<file path="src/rtl/sen_pkg.sv">
package sen_pkg;
  typedef enum logic {SW_THROUGH = 1'b0, SW_CROSS = 1'b1} sw_state_e;

  // left rotation of an lg-bit line index
  function automatic int shuffle_idx(int idx, int lg);
    return ((idx << 1) | (idx >> (lg - 1))) & ((1 << lg) - 1);
  endfunction
endpackage

</file>
<file path="src/rtl/sen_element.sv">
module sen_element #(
  parameter int LG     = 3,
  parameter int DATA_W = 16,
  parameter int BIT    = 0
) (
  input  logic [1:0]             v_i,
  input  logic [1:0][LG-1:0]     dest_i,
  input  logic [1:0][LG-1:0]     src_i,
  input  logic [1:0][DATA_W-1:0] data_i,
  output logic [1:0]             v_o,
  output logic [1:0][LG-1:0]     dest_o,
  output logic [1:0][LG-1:0]     src_o,
  output logic [1:0][DATA_W-1:0] data_o
);
  import sen_pkg::*;

  sw_state_e  state;
  logic       want0, want1, clash;
  logic [1:0] keep;

  always_comb begin
    want0 = dest_i[0][BIT];
    want1 = dest_i[1][BIT];
    clash = v_i[0] && v_i[1] && (want0 == want1);
    keep  = {v_i[1] & ~clash, v_i[0]};
    if (v_i[0])      state = want0 ? SW_CROSS : SW_THROUGH;
    else if (v_i[1]) state = want1 ? SW_THROUGH : SW_CROSS;
    else             state = SW_THROUGH;
  end

  always_comb begin
    if (state == SW_THROUGH) begin
      v_o    = keep;
      dest_o = dest_i;
      src_o  = src_i;
      data_o = data_i;
    end else begin
      v_o    = {keep[0], keep[1]};
      dest_o = {dest_i[0], dest_i[1]};
      src_o  = {src_i[0], src_i[1]};
      data_o = {data_i[0], data_i[1]};
    end
  end

  always_comb begin
    if (clash) begin
      assert_elem_even_wins_R6: assert (v_o[want0] && src_o[want0] == src_i[0] && !v_o[~want0]);
    end
  end
endmodule

</file>
<file path="src/rtl/sen_stage.sv">
module sen_stage #(
  parameter int N      = 8,
  parameter int LG     = 3,
  parameter int DATA_W = 16,
  parameter int BIT    = 0
) (
  input  logic [N-1:0]             v_i,
  input  logic [N-1:0][LG-1:0]     dest_i,
  input  logic [N-1:0][LG-1:0]     src_i,
  input  logic [N-1:0][DATA_W-1:0] data_i,
  output logic [N-1:0]             v_o,
  output logic [N-1:0][LG-1:0]     dest_o,
  output logic [N-1:0][LG-1:0]     src_o,
  output logic [N-1:0][DATA_W-1:0] data_o
);
  localparam int N_EL = N / 2;

  logic [N-1:0]             sh_v;
  logic [N-1:0][LG-1:0]     sh_d, sh_s;
  logic [N-1:0][DATA_W-1:0] sh_x;

  for (genvar i = 0; i < N; i++) begin : g_shuf
    localparam int P = sen_pkg::shuffle_idx(i, LG);
    assign sh_v[P] = v_i[i];
    assign sh_d[P] = dest_i[i];
    assign sh_s[P] = src_i[i];
    assign sh_x[P] = data_i[i];
  end

  for (genvar e = 0; e < N_EL; e++) begin : g_el
    sen_element #(.LG(LG), .DATA_W(DATA_W), .BIT(BIT)) u_el (
      .v_i    (sh_v[2*e+1:2*e]),
      .dest_i (sh_d[2*e+1:2*e]),
      .src_i  (sh_s[2*e+1:2*e]),
      .data_i (sh_x[2*e+1:2*e]),
      .v_o    (v_o[2*e+1:2*e]),
      .dest_o (dest_o[2*e+1:2*e]),
      .src_o  (src_o[2*e+1:2*e]),
      .data_o (data_o[2*e+1:2*e])
    );
  end

  always_comb begin
    assert_stage_no_gain_R7: assert ($countones(v_o) <= $countones(v_i));
  end
endmodule

</file>
<file path="src/rtl/sen_fabric.sv">
module sen_fabric #(
  parameter  int N_PORTS = 8,
  parameter  int DATA_W  = 16,
  localparam int LG      = $clog2(N_PORTS)
) (
  input  logic                        clk_i,
  input  logic                        rst_ni,
  input  logic [N_PORTS-1:0]          in_valid_i,
  input  logic [N_PORTS*LG-1:0]       in_dest_i,
  input  logic [N_PORTS*DATA_W-1:0]   in_data_i,
  output logic [N_PORTS-1:0]          out_valid_o,
  output logic [N_PORTS*LG-1:0]       out_dest_o,
  output logic [N_PORTS*DATA_W-1:0]   out_data_o,
  output logic [N_PORTS-1:0]          ack_o
);
  localparam int N      = N_PORTS;
  localparam int STAGES = LG;

  logic [STAGES:0][N-1:0]             lv;
  logic [STAGES:0][N-1:0][LG-1:0]     ld, ls;
  logic [STAGES:0][N-1:0][DATA_W-1:0] lx;

  assign lv[0] = in_valid_i;
  for (genvar i = 0; i < N; i++) begin : g_in
    assign ld[0][i] = in_dest_i[i*LG +: LG];
    assign ls[0][i] = LG'(i);
    assign lx[0][i] = in_data_i[i*DATA_W +: DATA_W];
  end

  for (genvar k = 0; k < STAGES; k++) begin : g_stage
    sen_stage #(.N(N), .LG(LG), .DATA_W(DATA_W), .BIT(LG-1-k)) u_stage (
      .v_i    (lv[k]),   .dest_i (ld[k]),   .src_i (ls[k]),   .data_i (lx[k]),
      .v_o    (lv[k+1]), .dest_o (ld[k+1]), .src_o (ls[k+1]), .data_o (lx[k+1])
    );
  end

  logic [N-1:0] ack_d;
  always_comb begin
    ack_d = '0;
    for (int j = 0; j < N; j++)
      if (lv[STAGES][j]) ack_d[ls[STAGES][j]] = 1'b1;
  end

  logic [N-1:0]             valid_q, ack_q;
  logic [N-1:0][LG-1:0]     dest_q, src_q;
  logic [N-1:0][DATA_W-1:0] data_q;

  always_ff @(posedge clk_i or negedge rst_ni) begin
    if (!rst_ni) begin
      valid_q <= '0;
      ack_q   <= '0;
      dest_q  <= '0;
      src_q   <= '0;
      data_q  <= '0;
    end else begin
      valid_q <= lv[STAGES];
      ack_q   <= ack_d;
      for (int j = 0; j < N; j++) begin
        dest_q[j] <= lv[STAGES][j] ? ld[STAGES][j] : '0;
        src_q[j]  <= lv[STAGES][j] ? ls[STAGES][j] : '0;
        data_q[j] <= lv[STAGES][j] ? lx[STAGES][j] : '0;
      end
    end
  end

  assign out_valid_o = valid_q;
  assign ack_o       = ack_q;
  for (genvar j = 0; j < N; j++) begin : g_out
    assign out_dest_o[j*LG +: LG]         = dest_q[j];
    assign out_data_o[j*DATA_W +: DATA_W] = data_q[j];

    assert_dest_match_R2: assert property (@(posedge clk_i) disable iff (!rst_ni)
      out_valid_o[j] |-> out_dest_o[j*LG +: LG] == LG'(j));
    assert_payload_kept_R2: assert property (@(posedge clk_i) disable iff (!rst_ni)
      out_valid_o[j] |-> out_data_o[j*DATA_W +: DATA_W] == DATA_W'($past(in_data_i) >> (DATA_W * src_q[j])));
    assert_ack_source_R9: assert property (@(posedge clk_i) disable iff (!rst_ni)
      out_valid_o[j] |-> ack_o[src_q[j]]);
    assert_idle_quiet_R8: assert property (@(posedge clk_i) disable iff (!rst_ni)
      !out_valid_o[j] |-> (out_dest_o[j*LG +: LG] == '0 && out_data_o[j*DATA_W +: DATA_W] == '0));
  end

  assert_reset_idle_R1: assert property (@(posedge clk_i) disable iff (!rst_ni)
    $rose(rst_ni) |-> (out_valid_o == '0 && ack_o == '0));
  assert_ack_count_R10: assert property (@(posedge clk_i) disable iff (!rst_ni)
    $countones(ack_o) == $countones(out_valid_o));
  assert_ack_needs_valid_R7: assert property (@(posedge clk_i) disable iff (!rst_ni)
    1'b1 |=> ((ack_o & ~$past(in_valid_i)) == '0));
endmodule

</file>
<file path="config.mk">
export PLATFORM = sky130hd
export DESIGN_NAME = sen_fabric
export DESIGN_NICKNAME = d
export VERILOG_FILES = /design/src/rtl/sen_pkg.sv /design/src/rtl/sen_element.sv /design/src/rtl/sen_stage.sv /design/src/rtl/sen_fabric.sv
export SDC_FILE = /design/constraint.sdc
export NUM_CORES = 1
export LEC_CHECK = 0
export BUFFER_PORTS_ARGS = -buffer_cell sky130_fd_sc_hd__buf_2
export CORE_ASPECT_RATIO = 0.9
export CORE_MARGIN = 2
export CORE_UTILIZATION = 30
export CTS_CLUSTER_SIZE = 30
export DETAILED_ROUTE_END_ITERATION = 10
export PLACE_DENSITY = 0.56
export SLEW_MARGIN = 30
export SYNTH_ARGS = -nofsm -noshare
export SYNTH_HDL_FRONTEND = slang
export SYNTH_SLANG_ARGS = --single-unit
export TNS_END_PERCENT = 1
</file>
<file path="constraint.sdc">
create_clock -name clk_i -period 0.8 [get_ports clk_i]
set_clock_uncertainty 0.2 [all_clocks]
set_input_delay 0.04 -clock clk_i [delete_from_list [all_inputs] [get_ports clk_i]]
set_output_delay 0.04 -clock clk_i [all_outputs]
set_load 0.1 [all_outputs]
</file>
**Yosys cells after proc, flatten, opt, wreduce, memory -nomap -nowiden**

Index checks and enable logic that the tools add are counted.

- Output and inout bits: 168
- Register bits: 168
- Bits of input ports: 162

- Reduce and logical (&&, ||, !) cells: 32
- Bitwise operators: 31
- Magnitude comparators: 16
- Multiplexer cells: 136
- Equality and inequality tests: 12

Operators with widths:

| operator | number |
|---|---|
| 32-bit 2-to-1 mux | 12 |
| 6-bit 2-to-1 mux | 24 |
| 16-bit 2-to-1 mux | 8 |
| 8-bit 2-to-1 mux | 8 |
| 1-bit 2-to-1 mux | 56 |
| 8-bit bitwise OR | 7 |
| 1-bit logical AND | 32 |
| 3-bit by 4-bit less-than comparator with 1-bit output (second input constant) | 8 |
| 1-bit demux with 3-bit select | 8 |
| 3-bit by 1-bit >= comparator with 1-bit output (second input constant) | 8 |
| 2-bit 2-to-1 mux | 12 |
| 3-bit 2-to-1 mux | 8 |
| 1-bit bitwise AND | 12 |
| 1-bit equality test | 12 |
| 1-bit inverter | 12 |

**Longest topological paths before layout**

Gate-level depths: netlist of run 1.

- Depth in word-level cells: 32
- Mapped depth: 11
- Depth with buffers taken out: 8

**Hierarchy**

From an unflattened synthesis of run 1, not the netlist that was laid out.

- Cells, all modules: 1,112
- Area, all modules: 12,904.9 um^2

Modules (own cells, without submodules):

| module | cells each | sequential area each (um^2) | instances | area each (um^2) |
|---|---|---|---|---|
| sen_element | 57 | 0.0 | 12 | 590.6 |
| sen_fabric | 428 | 4,204.0 | 1 | 5,818.1 |

**Worst setup path before layout of run 1**

Ideal clock, no wire load.

- Path type: input -> register
- Start: in in_dest_i[14]
- End: reg ack_q[1], in the netlist ack_o[1]
- Arrival: 1.944 ns
- Stages on the path: 9
- Setup time: 0.071 ns
- Setup slack: -1.415 ns
- Data required time: 0.529 ns
- Cells stage by stage: or3b_1 mux2_4 o21ai_2 buf_6 mux2_4 a211oi_4 and2b_1 o21ai_0 nand4_1

- Cells in the longest elaborated chain, start to end: 31

Ends and longest elaborated chain:

| item | RTL line | text |
|---|---|---|
| start: declaration | sen_fabric.sv:9 | `input logic [N_PORTS*LG-1:0] in_dest_i,` |
| parallel branches: the longest is 30 deep, another holds 3-bit by 4-bit less-than comparator with 1-bit output | n/a |  |
| 8-bit 2-to-1 mux * | sen_fabric.sv:41 | `if (lv[STAGES][j]) ack_d[ls[STAGES][j]] = 1'b1;` |
| named net ack_d[1] | sen_fabric.sv:37 | `logic [N-1:0] ack_d;` |
| end signal: assignment | sen_fabric.sv:57 | `ack_q <= ack_d;` |
| end: declaration | sen_fabric.sv:44 | `logic [N-1:0] valid_q, ack_q;` |

Mark *: on every way through the listed nets, which the timed path passes.

**Final worst setup path of run 1**

- Start: in in_dest_i[11]
- End: reg data_q (netlist bit out_data_o[24])

- Cells in the longest elaborated chain, start to end: 16

Ends and longest elaborated chain:

| item | RTL line | text |
|---|---|---|
| parallel branches: the longest is 15 deep, another holds 32-bit 2-to-1 mux | n/a |  |
| 16-bit 2-to-1 mux * | sen_fabric.sv:61 | `data_q[j] <= lv[STAGES][j] ? lx[STAGES][j] : '0;` |
| end signal: indexed assignment | sen_fabric.sv:61 |  |
| end: declaration | sen_fabric.sv:46 | `logic [N-1:0][DATA_W-1:0] data_q;` |

Every way passes the cells marked *.

==> results of run 1 <==
## timing repair
item                                    in CTS  in global routing
cloned                                       0                  0
hold buffers                                 3                  1
resized for setup                          183                 69
endpoints found under the hold margin      249                193
pin swaps                                   47                 23
buffers inserted                            12                 15
endpoints found under the setup margin     322                491
## synth_stat cells (5+ instances only)
cell type,instances
nand2_1,107
a22o_1,97
and2_1,9
nor2_1,16
buf_2,27
inv_1,6
nand2b_1,13
o21ai_1,6
dfrtp_1,168
a21o_1,5
mux2i_1,259
buf_4,5
o21ai_0,16
buf_6,5
a21oi_1,15
o31ai_1,33
nand3_1,10
clkbuf_1,19
buf_1,9
nand3b_1,6
and3_1,5
## routing by layer
metal	global-route usage	share of wire	wire length, um
met1	0.376	0.49	21800
met2	0.373	0.44	19600
met3	0.0461	0.054	2450
met4	0.0777	0.024	1060
met5	0	0.00016	7
## sequential cells by signal, summed over array words and instances (netlist names)
signal       flops
out_dest_o      24
out_valid_o      8
ack_o            8
out_data_o     128
## layout make-up
type	count	area [um2]	share of cell area
clock inverters	13	156	0.00852
multi-input cells	708	6480	0.353
well taps	422	528	0.0288
repair buffers	572	6500	0.354
clock buffers	19	453	0.0247
inverters	6	25.0	0.00136
flip-flops and latches	168	4200	0.229
diodes	3	7.51	0.000409
## power breakdown
| part | internal, mW | switching (mW) | total [mW] | leakage, nW |
|---|---|---|---|---|
| logic | 9.39 | 15.0 | 24.4 | 6.40 |
| registers | 9.69 | 1.16 | 10.9 | 2.19 |
| clock network | 4.88 | 3.81 | 8.68 | 0.300 |
## path summary, 6_finish.rpt
| kind | end | slack (ps) | cells after the start |
|---|---|---|---|
| min in group asynchronous | out_dest_o[5] | 60 | 3 |
| max in group asynchronous | out_data_o[96] | -400 | 4 |
| setup / recovery | out_data_o[24] | -1100 | 10 |
| hold / removal | ack_o[4] | -210 | 3 |
## through the flow
step | hold WS (ps) | utilization
2_1_floorplan | -456 | -
3_3_place_gp | -333 | 0.495
3_5_place_dp | -333 | 0.495
4_1_cts | -245 | 0.543
5_1_grt | -203 | 0.554
6_report | -210 | 0.555
## worst max-delay path: cells and delay by family
| family | cells | cell delay [ps] |
|---|---|---|
| compound gates | 4 | 710 |
| buf+inv | 3 | 440 |
| simple gates | 1 | 370 |
| xor+xnor | 1 | 240 |
| mux | 1 | 200 |
## cells by family (layout without fill, tap and decap cells)
family	Yosys count	after routing
simple gates	200	200
xor+xnor	5	5
compound gates	224	224
mux	267	267
buf+inv	71	610
flops	168	168
other cells	1	15
==> reports/qor.txt, run 1 <==
Crit path cell chain - buf_4 > or3b_1 > o31a_1 > a31o_4 > mux2i_4 > xnor2_2 > buf_4 > a21oi_4 > buf_12 > a22o_1
Lkg Pwr - 8.89 nW
Synth Instances - 936
CTS buffer count - 17
Routed Antenna Nets - 0
Critical Path End Type - flop
Top post-synthesis cells by area - dfrtp_1, mux2i_1, a22o_1, nand2_1, o31ai_1
Hold WS - -210 ps
Synth Flop Type - dfrtp_1
Post-Synth XOR/XNOR Area - 0.00506
Post-synth EDFFs - 0
Starting DRC count in detailed routing - 766
# placed instances - 1,848
Yosys reg bits - 168
Simple-gate portion of the synthesized area - 0.0960
Pin count of the biggest net entering global routing - 50
CP Max Fanout - 16
Max VDD drop - 1.72 mV
Post-route DRC - 0
Area Overhead vs Synth - 81.3%
Die width - 198 um
Die ar. - 0.0352 mm2
Initial antenna violation count - 3
Total Power Consumption - 44.0 mW
Die Span Y - 178 um
Layout cells sized above 1 - 0.515
Status - finished, violations left
Crit-path max cell delay - 370 ps
Setup WS pre-CTS - -1920 ps
Final HPWL DP - 35,400 um
TritonCTS clock tree - yes
Final Setup Violations - 490
Ys async rst share - 1.00
Most common cell after layout, fill and taps aside - mux2i_1
Wirelength, routed - 45,000 um
Final non-filler cell total - 1,911
Violated checks - hold timing, setup timing
CTS max path bufs - 2
Initial Util - 0.306
Vias/cell - 5.16
Minimum clock period - 1900 ps
Cell taking the most area after synthesis - dfrtp_1
Power Density - 2390 mW/mm2
DRT Pass-1 Iters - 5
GRT Total Usage - 0.254
H-tree depth - 4
Worst Hold Class - in2reg
Share of the synthesized area in the top cell type - 0.415
Adder-Cell Fraction of Synth Area - 0
RSZ-0062 raised after global routing - true
Fin crit share - 2.38
Post-synthesis sequential area ratio - 0.415
Synthesis Warnings - 0
CP Class - in2reg
Syn Std Cell Area - 0.0101 mm2
Compound-gate portion of the synthesized area - 0.179
Most frequent cells in the layout - mux2i_1, buf_12, buf_4
Grt ovf - 0
Cell mode on critical path - buf_4
WP data arrival - 2020 ps
Slew @ Worst Pin - 764 ps
Max Freq - 0.526 GHz
Drt wl/cell - 23.5 um
Row Count - 63
Slew Limit Fails - 0
# nets final - 1,635
Worst Setup Start Kind - input pin
Hold path start - in_dest_i[2]
Wire length of the first global-routing pass - 65,600 um
Slowest CP cell - or3b_1
# IOs - 330
Max-cap violations - 0
Vias - 9,870
Setup ws final - -1100 ps
Core area - 0.0331 mm2
Design area - 0.0184 mm2
TritonCTS Sinks - 168
Mux cell area share after synthesis - 0.269
FILL cells - 2,795
Syn_area_per_cell - 10.8 um2
Setup TNS Final - -280,650 ps
Area after DPL - 0.0164 mm2
Vias in the first global route - 9,999
Crit. Startpoint - in_dest_i[11]
WP data required - 910 ps
Max_slew headroom - 0.489
Post-synth cell types - 72
Clk root buf - clkbuf_16
PortBufs - 329
Largest family of logic cells by synthesized area - multiplexers
Endpoints failing hold - 51
Clock Pin Slew Worst Setup and Hold Paths - 80 ps
Routability cong. - 0.966
Note: power is estimated with default switching activity, not from simulation.
==> run 2: changes to the inputs <==
- GPL_TIMING_DRIVEN: default -> 0
==> reports/qor.txt, run 2 (same netlist as run 1, synthesis figures left out) <==
Vias - 9,441 (was 9,870)
Cell mode on critical path - mux2i_2 (was buf_4)
Hold WS - -796 ps (was -210 ps)
TritonCTS clock tree - yes (unchanged)
Worst Setup Start Kind - input pin (unchanged)
Area after DPL - 0.0124 mm2 (was 0.0164 mm2)
CTS max path bufs - 2 (unchanged)
Design area - 0.0165 mm2 (was 0.0184 mm2)
Status - finished, violations left (unchanged)
Setup ws final - -1220 ps (was -1100 ps)
Final HPWL DP - 35,100 um (was 35,400 um)
# nets final - 1,493 (was 1,635)
Core area - 0.0331 mm2 (unchanged)
Minimum clock period - 2020 ps (was 1900 ps)
Hold buffers post-CTS - 2 (was 3)
Routed Antenna Nets - 0 (unchanged)
Initial antenna violation count - 11 (was 3)
Crit-path max cell delay - 500 ps (was 370 ps)
Routability cong. - 0.983 (was 0.966)
Int Power - 22.5 mW (was 24.0 mW)
Row Count - 63 (unchanged)
CTS buffer count - 17 (unchanged)
Max_slew headroom - 0.527 (was 0.489)
Drt wl/cell - 25.2 um (was 23.5 um)
Vias/cell - 5.31 (was 5.16)
Total Power Consumption - 42.0 mW (was 44.0 mW)
Clk network pwr share - 0.213 (was 0.198)
Gate power share - 0.533 (was 0.556)
H-tree depth - 4 (unchanged)
Layout cells sized above 1 - 0.467 (was 0.515)
Worst Hold Class - in2async (was in2reg)
WP data arrival - 2100 ps (was 2020 ps)
Die Span Y - 178 um (unchanged)
Die ar. - 0.0352 mm2 (unchanged)
Area Overhead vs Synth - 63.1% (was 81.3%)
CP Class - in2reg (unchanged)
Crit path cell chain - buf_2 > nand2_4 > mux2i_4 > buf_4 > a31oi_4 > mux2i_2 > mux2i_2 > nand2_1 > a2bb2oi_1 > nand4_1 (was buf_4 > or3b_1 > o31a_1 > a31o_4 > mux2i_4 > xnor2_2 > buf_4 > a21oi_4 > buf_12 > a22o_1)
Clk root buf - clkbuf_16 (unchanged)
Max reg flops - 128 (unchanged)
WP data required - 890 ps (was 910 ps)
DRT Pass-1 Iters - 5 (unchanged)
PortBufs - 329 (unchanged)
TritonCTS Sinks - 168 (unchanged)
Slew Limit Fails - 0 (unchanged)
Reg power frac - 0.254 (was 0.247)
Wirelength, routed - 44,800 um (was 45,000 um)
Power Density - 2540 mW/mm2 (was 2390 mW/mm2)
Critical Path End Type - flop (unchanged)
Switching part of the total power - 0.464 (was 0.455)
Setup TNS Final - -227,190 ps (was -280,650 ps)
Slowest CP cell - mux2i_2 (was or3b_1)
Die width - 198 um (unchanged)
# IOs - 330 (unchanged)
Grt ovf - 0 (unchanged)
Most frequent cells in the layout - mux2i_1, dfrtp_1, buf_2 (was mux2i_1, buf_12, buf_4)
FILL cells - 2,984 (was 2,795)
Endpoints failing hold - 247 (was 51)
Violated checks - hold timing, setup timing (unchanged)
CP Max Fanout - 7 (was 16)
Vias in the first global route - 9,652 (was 9,999)
Multi-input logic area - 0.00640 mm2 (was 0.00648 mm2)
GRT Total Usage - 0.254 (about the same)
Register area - 0.00420 mm2 (unchanged)
Layout Utilization - 0.499 (was 0.555)
Final Setup Violations - 322 (was 490)
RSZ-0062 raised after global routing - true (unchanged)
Most common cell after layout, fill and taps aside - mux2i_1 (unchanged)
Max Freq - 0.496 GHz (was 0.526 GHz)
Slew @ Worst Pin - 702 ps (was 764 ps)
Pin count of the biggest net entering global routing - 84 (was 50)
Max-cap violations - 0 (unchanged)
Initial Util - 0.306 (unchanged)
Lkg Pwr - 7.95 nW (was 8.89 nW)
Fin crit share - 2.52 (was 2.38)
Max VDD drop - 1.73 mV (was 1.72 mV)
Post-route DRC - 0 (unchanged)
Starting DRC count in detailed routing - 657 (was 766)
P_sw - 19.5 mW (was 20.0 mW)
Wire length of the first global-routing pass - 63,900 um (was 65,600 um)
Clock Pin Slew Worst Setup and Hold Paths - 70 ps (was 80 ps)
==> run 2: cell count changes in the layout (fill, tap and decap cells not counted), moves of 6 or more <==
| cell | previous run | this run |
|---|---|---|
| buf_4 | 188 | 50 |
| buf_12 | 193 | 67 |
| buf_8 | 5 | 115 |
| mux2i_2 | 33 | 55 |
| mux2i_1 | 212 | 197 |
| clkbuf_4 | 0 | 11 |
| buf_6 | 29 | 21 |
| diode_2 | 3 | 11 |
| mux2i_4 | 17 | 10 |
| o21ai_0 | 2 | 9 |
| o21ai_1 | 11 | 4 |
| o31ai_1 | 11 | 18 |
| o31ai_2 | 20 | 14 |
==> run 2: cell type report <==
type,count,area share
flip-flops and latches,168,0.255
multi-input cells,708,0.387
plain buffers,63,0.0373
diodes,11,0.00167
repair buffers,367,0.248
well taps,422,0.0320
clock buffers,20,0.0283
inverters,6,0.00136
clock inverters,12,0.00985
==> run 2: layer usage <==
layer	vias to the layer above	global-route usage	part of all wire	wire [um]
li1	4296	-	-	-
met1	4731	0.359	0.46	20500
met2	350	0.386	0.46	20400
met3	62	0.0501	0.058	2590
met4	2	0.0899	0.028	1250
met5	-	0	0.00016	7
==> run 2: per-stage QoR <==
step,cells,setup WS [ps]
after floorplan,947,-1390
after global placement,1698,-3190
after detailed placement,1700,-2240
after CTS,1762,-1190
after global routing,1774,-1250
final,1777,-1220
==> run 2: worst max path at each step <==
| stage | from | to | slack (ps) | depth (start not counted) |
|---|---|---|---|---|
| floorplan | in_dest_i[14] | ack_o[1] | -1390 | 9 |
| global placement | rst_ni | out_data_o[66] | -3190 | 1 |
| detailed placement | in_dest_i[11] | ack_o[7] | -2240 | 9 |
| CTS | in_dest_i[13] | ack_o[5] | -1190 | 10 |
| global route | in_dest_i[13] | ack_o[5] | -1250 | 10 |
| finish | in_valid_i[1] | ack_o[5] | -1220 | 10 |
==> run 2: worst max-delay path: cells and delay by family <==
kind	cells	cell delay (ps)
AO/OA/AOI/OAI	2	370
buffers and inverters	2	320
multiplexers	3	930
AND/OR/NAND/NOR	3	430
==> run 2: repair_timing <==
action,CTS,global route
endpoints found under the setup margin,322,322
pin swaps,43,17
hold endpoints to repair,286,219
gates resized for setup,758,120
setup buffers,29,4
gates cloned,1,0
==> run 2: power by group through the flow <==
stage	clock network [mW]	logic, mW	registers [mW]
global route	9.49	23.1	10.8
finish	8.96	22.4	10.7
CTS	9.15	21.6	10.6
detailed placement	0	17.7	10.2
global placement	0	17.7	10.2
floorplan	0	4.72	19.0
==> run 3: changes to the inputs <==
- CORE_MARGIN: 2 -> default
- CTS_CLUSTER_DIAMETER: default -> 60
- GPL_ROUTABILITY_DRIVEN: default -> 0
==> reports/qor.txt, run 3 (same netlist as run 1, synthesis figures left out) <==
Status - finished, violations left (unchanged)
Violated checks - hold timing, setup timing (unchanged)
Max-cap violations - 0 (unchanged)
Total Power Consumption - 41.7 mW (was 42.0 mW)
Minimum clock period - 2010 ps (was 2020 ps)
Routed Antenna Nets - 0 (unchanged)
Row Count - 63 (unchanged)
Die Span Y - 176 um (was 178 um)
Max VDD drop - 1.54 mV (was 1.73 mV)
Most frequent cells in the layout - mux2i_1, dfrtp_1, buf_2 (unchanged)
CP Class - in2reg (unchanged)
Starting DRC count in detailed routing - 672 (was 657)
Worst Hold Class - in2reg (was in2async)
Area Overhead vs Synth - 64.6% (was 63.1%)
Hold WS - -255 ps (was -796 ps)
Clock Pin Slew Worst Setup and Hold Paths - 60 ps (was 70 ps)
DRT Pass-1 Iters - 6 (was 5)
Core area - 0.0331 mm2 (unchanged)
FILL cells - 2,884 (was 2,984)
Clk root buf - clkbuf_16 (unchanged)
CTS max path bufs - 2 (unchanged)
Max Freq - 0.496 GHz (about the same)
WP data arrival - 2180 ps (was 2100 ps)
Slowest CP cell - or3b_1 (was mux2i_2)
Slew @ Worst Pin - 676 ps (was 702 ps)
Layout cells sized above 1 - 0.466 (was 0.467)
GRT Total Usage - 0.250 (was 0.254)
Die width - 196 um (was 198 um)
H-tree depth - 4 (unchanged)
Vias/cell - 5.38 (was 5.31)
Post-route DRC - 0 (unchanged)
Grt ovf - 0 (unchanged)
Setup ws final - -1210 ps (was -1220 ps)
TritonCTS clock tree - yes (unchanged)
Drt wl/cell - 24.7 um (was 25.2 um)
# IOs - 330 (unchanged)
Worst Hold Endpoint - ack_o[4]
CTS buffer count - 17 (unchanged)
WP data required - 960 ps (was 890 ps)
CP Max Fanout - 8 (was 7)
# placed instances - 1,700 (unchanged)
Slew Limit Fails - 0 (unchanged)
Lkg Pwr - 7.99 nW (was 7.95 nW)
RSZ-0062 raised after global routing - true (unchanged)
Power Density - 2500 mW/mm2 (was 2540 mW/mm2)
Hold path depth - 3
Critical Path End Type - flop (unchanged)
Crit. Startpoint - in_dest_i[13] (was in_valid_i[1])
Hold path start - in_dest_i[14]
Initial Util - 0.306 (unchanged)
Multi-input logic area - 0.00646 mm2 (was 0.00640 mm2)
Final non-filler cell total - 1,787 (was 1,777)
# nets final - 1,504 (was 1,493)
Endpoints failing hold - 57 (was 247)
Max reg flops - 128 (unchanged)
Vias - 9,616 (was 9,441)
Layout Utilization - 0.503 (was 0.499)
Wirelength, routed - 44,100 um (was 44,800 um)
Max_slew headroom - 0.545 (was 0.527)
Register area - 0.00421 mm2 (was 0.00420 mm2)
Vias in the first global route - 9,529 (was 9,652)
Crit-path max cell delay - 360 ps (was 500 ps)
Pin count of the biggest net entering global routing - 87 (was 84)
Wire length of the first global-routing pass - 62,700 um (was 63,900 um)
Worst Setup Start Kind - input pin (unchanged)
Fin crit share - 2.52 (about the same)
Die ar. - 0.0345 mm2 (was 0.0352 mm2)
TritonCTS Sinks - 168 (unchanged)
PortBufs - 329 (unchanged)
Final Setup Violations - 488 (was 322)
Most common cell after layout, fill and taps aside - mux2i_1 (unchanged)
Final HPWL DP - 34,100 um (was 35,100 um)
Initial antenna violation count - 11 (unchanged)
Crit path cell chain - buf_8 > or3b_1 > mux2_4 > o21ai_2 > buf_6 > mux2_4 > a211oi_4 > buf_12 > and2b_1 > o21ai_2 > nand4_1 (was buf_2 > nand2_4 > mux2i_4 > buf_4 > a31oi_4 > mux2i_2 > mux2i_2 > nand2_1 > a2bb2oi_1 > nand4_1)
run 3: layer usage:
metal	part of all wire	GRT usage
met5	0	0
met4	0.041	0.101
met3	0.066	0.0529
met2	0.45	0.386
met1	0.44	0.342
run 3: where the power goes:
part           total [mW]  internal, mW  switching, mW  leakage [nW]
clock                8.61          5.07           3.54         0.286
combinational        22.5          7.66           14.8          5.52
sequential           10.7          9.70          0.956          2.19
total                41.7          22.4           19.3          7.99
run 3: timing repair:
action,in CTS,in global routing
endpoints found under the setup margin,322,488
hold buffers,3,1
gates resized for setup,712,188
endpoints found under the hold margin,263,129
setup buffers,26,16
cloned,1,0
pin swaps,23,32
run 3: how the worst max path moves through the flow:
stage          cells after the start  slack (ps)               to
2_1_floorplan                      9       -1390         ack_o[1]
3_3_place_gp                       1       -3250         ack_o[5]
3_5_place_dp                       9       -2130  out_data_o[109]
4_1_cts                           11       -1190         ack_o[5]
5_1_grt                           11       -1250         ack_o[5]
6_report                          11       -1210         ack_o[5]
run 3: metrics by stage:
step | area (um2) | worst slack, ps | TNS [ps]
2_1_floorplan | 10200 | -1390 | -240860
4_1_cts | 15800 | -1190 | -274540
5_1_grt | 16700 | -1250 | -311700
3_5_place_dp | 12400 | -2130 | -331870
3_3_place_gp | 12300 | -3250 | -845940
6_report | 16700 | -1210 | -271810
run 3: layout make-up:
type	instances	area share
antenna	11	0.00165
buffer	63	0.0401
clock buffer	21	0.0276
clock inverter	10	0.00863
inverter	6	0.00135
multi-input combinational	708	0.387
sequential	168	0.252
tap	422	0.0317
timing repair buffer	378	0.249
run 3: critical path: cells and delay by family:
kind                   cells  cell delay [ps]
AND/OR/NAND/NOR            3              680
AO/OA/AOI/OAI              3              400
buffers and inverters      3              390
multiplexers               2              650
